### config.mk
export PLATFORM = sky130hd
export DESIGN_NAME = lpc_fwm_decoder
export DESIGN_NICKNAME = d
export VERILOG_FILES = /design/src/rtl/lpc_fwm_decoder.sv
export SDC_FILE = /design/constraint.sdc
export NUM_CORES = 1
export LEC_CHECK = 0
export CORE_MARGIN = 5
export CORE_UTILIZATION = 47
export CTS_CLUSTER_SIZE = 24
export DETAILED_ROUTE_END_ITERATION = 8
export HOLD_SLACK_MARGIN = 0.02
export PLACE_DENSITY_LB_ADDON = 0.12
export SLEW_MARGIN = 30
export SYNTH_ARGS = -nofsm -noshare
export SYNTH_HDL_FRONTEND = slang
export SYNTH_SLANG_ARGS = --single-unit
### constraint.sdc
create_clock -name clk -period 1.85 [get_ports clk]
set_input_delay 0.37 -clock clk [delete_from_list [all_inputs] [get_ports clk]]
set_output_delay 0.37 -clock clk [all_outputs]
set_load 0.005 [all_outputs]
### src/rtl/lpc_fwm_decoder.sv
module lpc_fwm_decoder #(
  parameter int OFS_W = 19
) (
  input  logic             clk,
  input  logic             rst_n,
  input  logic             frame_n,
  input  logic [3:0]       lad_in,
  output logic [3:0]       lad_out,
  output logic             lad_oe,
  input  logic [3:0]       id_strap,
  input  logic             core_busy,
  input  logic [7:0]       core_rdata,
  output logic             req_valid,
  output logic             req_write,
  output logic             req_core,
  output logic [OFS_W-1:0] req_addr,
  output logic [7:0]       req_wdata
);
  typedef enum logic [3:0] {
    S_IDLE, S_CYC, S_IDS, S_ADR, S_MSZ, S_WD, S_TAR, S_SYN, S_RD, S_TB
  } st_t;

  st_t         st;
  logic [2:0]  cnt;
  logic        fwh, wr;
  logic [27:0] addr;
  logic [7:0]  wdata, rdata;

  logic [31:0] nxt_addr;
  logic        id_ok, rng_ok;
  logic [2:0]  last_adr;

  assign nxt_addr = {addr, lad_in};
  assign id_ok    = {nxt_addr[23], nxt_addr[21:19]} == id_strap;
  assign rng_ok   = (&nxt_addr[31:23]) || (nxt_addr[31:17] == 15'h0007);
  assign last_adr = fwh ? 3'd6 : 3'd7;

  always_ff @(posedge clk or negedge rst_n) begin
    if (!rst_n) begin
      st <= S_IDLE; cnt <= '0; fwh <= 1'b0; wr <= 1'b0;
      addr <= '0; wdata <= '0; rdata <= '0; req_valid <= 1'b0;
    end else begin
      req_valid <= 1'b0;
      if (!frame_n) begin
        addr <= '0;
        cnt  <= '0;
        case (lad_in)
          4'b0000: begin st <= S_CYC; fwh <= 1'b0; end
          4'b1101: begin st <= S_IDS; fwh <= 1'b1; wr <= 1'b0; end
          4'b1110: begin st <= S_IDS; fwh <= 1'b1; wr <= 1'b1; end
          default: st <= S_IDLE;
        endcase
      end else begin
        case (st)
          S_CYC:
            if (lad_in[3:2] == 2'b01) begin
              wr <= lad_in[1]; st <= S_ADR; cnt <= '0;
            end else st <= S_IDLE;
          S_IDS:
            if (lad_in == id_strap) begin st <= S_ADR; cnt <= '0; end
            else st <= S_IDLE;
          S_ADR: begin
            addr <= nxt_addr[27:0];
            cnt  <= cnt + 3'd1;
            if (cnt == last_adr) begin
              cnt <= '0;
              if (fwh) st <= S_MSZ;
              else if (id_ok && rng_ok) begin
                st <= wr ? S_WD : S_TAR;
                req_valid <= !wr;
              end else st <= S_IDLE;
            end
          end
          S_MSZ:
            if (lad_in == 4'b0000) begin
              st <= wr ? S_WD : S_TAR;
              req_valid <= !wr;
            end else st <= S_IDLE;
          S_WD:
            if (cnt == 3'd0) begin wdata[3:0] <= lad_in; cnt <= 3'd1; end
            else begin wdata[7:4] <= lad_in; cnt <= '0; st <= S_TAR; end
          S_TAR:
            if (cnt == 3'd0) cnt <= 3'd1;
            else begin
              cnt <= '0; st <= S_SYN; rdata <= core_rdata;
              req_valid <= wr && !core_busy;
            end
          S_SYN: st <= wr ? S_TB : S_RD;
          S_RD:
            if (cnt == 3'd0) cnt <= 3'd1;
            else begin cnt <= '0; st <= S_TB; end
          S_TB:
            if (cnt == 3'd0) cnt <= 3'd1;
            else begin cnt <= '0; st <= S_IDLE; end
          default: st <= S_IDLE;
        endcase
      end
    end
  end

  assign lad_oe  = (st == S_SYN) || (st == S_RD) || (st == S_TB && cnt == 3'd0);
  assign lad_out = (st == S_SYN) ? 4'h0 :
                   (st == S_RD)  ? ((cnt == 3'd0) ? rdata[3:0] : rdata[7:4]) : 4'hF;

  assign req_write = wr;
  assign req_core  = addr[22];
  assign req_addr  = addr[OFS_W-1:0];
  assign req_wdata = wdata;


  strobe_single_chk: assert property (@(posedge clk) disable iff (!rst_n)
    req_valid |=> !req_valid);

  read_strobe_chk: assert property (@(posedge clk) disable iff (!rst_n)
    (req_valid && !req_write) |-> !lad_oe);

  write_strobe_chk: assert property (@(posedge clk) disable iff (!rst_n)
    (req_valid && req_write) |-> (lad_oe && lad_out == 4'h0));

  busy_write_chk: assert property (@(posedge clk) disable iff (!rst_n)
    (req_valid && req_write) |-> !$past(core_busy));

  release_chk: assert property (@(posedge clk) disable iff (!rst_n)
    !frame_n |=> !lad_oe);

  sync_first_chk: assert property (@(posedge clk) disable iff (!rst_n)
    $rose(lad_oe) |-> lad_out == 4'h0);
endmodule

==> run metrics <==
status=complete, but fails checks; violated checks=negative setup slack; Max Fclk=494.6 MHz; Tmin final=2022 ps; vias in the first global route=between 2000 and 3000; chip width=89.58 um; port bufs=between 50 and 60; metal3 WL=441 um; global-route wire length before repair=~13000 um; routed wl met2=3770 um; DR WL/cell=16.56 um; post-synth cell types=51; Worst-path clk slew=approximately 110 ps; DRT antenna net count=0; Post-synth ARST share=1.000; CTS Buf Count=5; CTS tree=built; drt pass-1 iters=5; Crit Path Max Fanout=4; number of I/O pins=between 50 and 60; unrepaired setup endpoints after global routing=true; Seq cells post-synth=54; vias per cell=approximately 5.6; fin nets=439; Finished Layout Cells=around 500; # clock sinks=54; final total power=0.002295 W; post-synth net total=349; Detailed Route Iter0 Violations=150; Worst setup SP type=register; post-DP HPWL=5399 um; pre-CTS WS=-539.3 ps; vias after detailed routing=roughly 2800; P per Cell Area=542.5 nW/um2; P&R area growth vs syn=42.12%; dpl cells=between 400 and 500; Top Layer Used=met4; Fill cells=508; Critical Path AT=1650 ps; design area=~4200 um2; largest net degree at the start of global routing=55; Overflow after GRT=0; Hold Vio Cnt, Final=0; register area share after synthesis=0.4540; Setup crit end kind=primary output; Synth Warn #=0; Post-Syn Instances=roughly 330; final setup violation count=8; post-route setup TNS=-899.0 ps; # diodes=0; CTS Root Cell=clkbuf_8; Metal-1 WL=about 3900 um; kind of critical path=reg -> out; Worst Slack Setup Final=-171.9 ps; leak pwr=1.878 nW; residual DRC count=0; WL final=8196 um; die height=89.58 um; gr usage total=0.2052; Worst EP required=1480 ps; Worst VDD drop=0.5507 mV; mapped cell area=2977 um2; area post-placement=~3800 um2; core box area=6241 um2; Tcrit/Tclk final=1.093; # rows=29; antenna violations before repair=0; Skew-Pair Late Insertion Delay=310 ps; dominant synthesized flop cell=dfrtp_1; worst min path class=in -> async; Avg Synthesized Cell Area=9.103 um2; Hold Buf Count CTS=0; Tightest Pin Transition=475.8 ps; Die ar.=8025 um2; Layout Skew=roughly 11 ps; Max Root-Sink Buffers=2; commonest non-fill, non-tap cells in the layout=63 x nand2_1, 59 x buf_4, 51 x dfrtp_1; fin. max-slew vios=0; RePlAce Congestion=0.9101; layout cell share with drive strength beyond 1=0.3230; MaxCap Viol Count=0; starting density of the core=0.4769; most common cell after layout, fill and taps aside=nand2_1; Relative slew margins=0.6786; H-tree depth=2; Post-synth EDFFs=0
-- final timing paths --
path                       slack, ps  cells after the start                       end                      from
max in group asynchronous       1550                      2         st[1]$_DFFE_PN0P_                     rst_n
hold reg to reg                  510                      2  req_wdata[2]$_DFFE_PN0P_  req_wdata[2]$_DFFE_PN0P_
setup / recovery                -170                      7                lad_out[1]        cnt[0]$_DFFE_PN0P_
min in group clk                 510                      2  req_wdata[2]$_DFFE_PN0P_  req_wdata[2]$_DFFE_PN0P_
setup reg to reg                 -90                      6       req_valid$_DFF_PN0_         st[3]$_DFFE_PN0P_
hold / removal                    30                      2         st[2]$_DFFE_PN0P_                     rst_n
-- routing by layer --
metal / track usage / vias up
met5: 0 / -
met4: 0.05954 / 0
met3: 0.03467 / 14
met2: 0.3085 / 105
met1: 0.3045 / 1350
li1: - / 1312
-- metrics by stage --
stage               hold WS (ps)    util
detailed placement         390.9  0.6045
finish                     25.81  0.6778
CTS                        53.84  0.6476
global route               56.44  0.6778
floorplan                  74.41       -
global placement           390.5  0.6045
-- cell families (layout without fill, tap and decap cells) --
logic type / count (synthesis) / after routing / share of synthesized area
AO/OA/AOI/OAI: 73 / 73 / 0.1463
buffers and inverters: 47 / 138 / 0.08533
flip-flops: 54 / 54 / 0.4540
adder cells (fa/ha/maj): 2 / 2 / 0.008406
XOR/XNOR: 11 / 11 / 0.03237
multiplexers: 20 / 20 / 0.07356
AND/OR/NAND/NOR: 120 / 120 / 0.2001
-- cell type report --
cell class / instances / area [um2] / share of cell area
tap: 77 / 96.34 / 0.02277
multi-input combinational: 226 / 1539 / 0.3638
clock inverter: 3 / 48.80 / 0.01154
clock buffer: 5 / 68.82 / 0.01627
inverter: 6 / 25.02 / 0.005915
timing repair buffer: 124 / 1097 / 0.2594
sequential: 54 / 1355 / 0.3203
-- worst max-delay path: stages, from the launching register on --
cell and delay [ps]:
dfrtp_1 410, inv_2 70, ha_4 130, nor2b_4 210, buf_6 130, mux2i_1 180, o21ai_1 90, buf_2 130
-- cells in the mapped netlist (all sizes together), types with 2 or more instances --
| cell type | instances | area share |
|---|---|---|
| nand2 | 64 | 0.081 |
| dfrtp | 54 | 0.45 |
| a21oi | 38 | 0.064 |
| buf | 25 | 0.058 |
| clkbuf | 16 | 0.020 |
| mux2 | 15 | 0.057 |
| o21ai | 12 | 0.020 |
| xor2 | 7 | 0.021 |
| nand3 | 6 | 0.010 |
| nor2 | 6 | 0.0076 |
| or4 | 6 | 0.015 |
| inv | 5 | 0.0063 |
| mux2i | 5 | 0.017 |
| nand4 | 5 | 0.011 |
| nor3 | 5 | 0.0084 |
| a31oi | 4 | 0.0084 |
| nand2b | 4 | 0.0084 |
| xnor2 | 4 | 0.012 |
| a311oi | 3 | 0.0088 |
| and3 | 3 | 0.0063 |
| nor2b | 3 | 0.0063 |
| nor3b | 3 | 0.0076 |
| nor4 | 3 | 0.0063 |
| a2111oi | 2 | 0.0059 |
| and2 | 2 | 0.0042 |
| and3b | 2 | 0.0059 |
| ha | 2 | 0.0084 |
| nand3b | 2 | 0.0050 |
| o21a | 2 | 0.0050 |
| or3 | 2 | 0.0042 |
-- repair_timing --
item / CTS / global route
endpoints found under the setup margin: 16 / 19
gates resized for setup: 55 / 37
hold endpoints to repair: 0 / 0
setup buffers: 11 / 9
pin swaps: 11 / 15
-- state kept, by name, summed over array words and instances (netlist names) --
name / count
addr: 28
cnt: 3
fwh: 1
rdata: 8
req_valid: 1
req_wdata: 8
req_write: 1
st: 4
-- power breakdown --
| group | switching, W | internal, W | total (W) |
|---|---|---|---|
| clock network | 0.000415 | 0.000413 | 0.000828 |
| registers | 0.0000197 | 0.00119 | 0.00121 |
| logic | 0.000139 | 0.000120 | 0.000259 |
(Power assumes the default switching activity.)
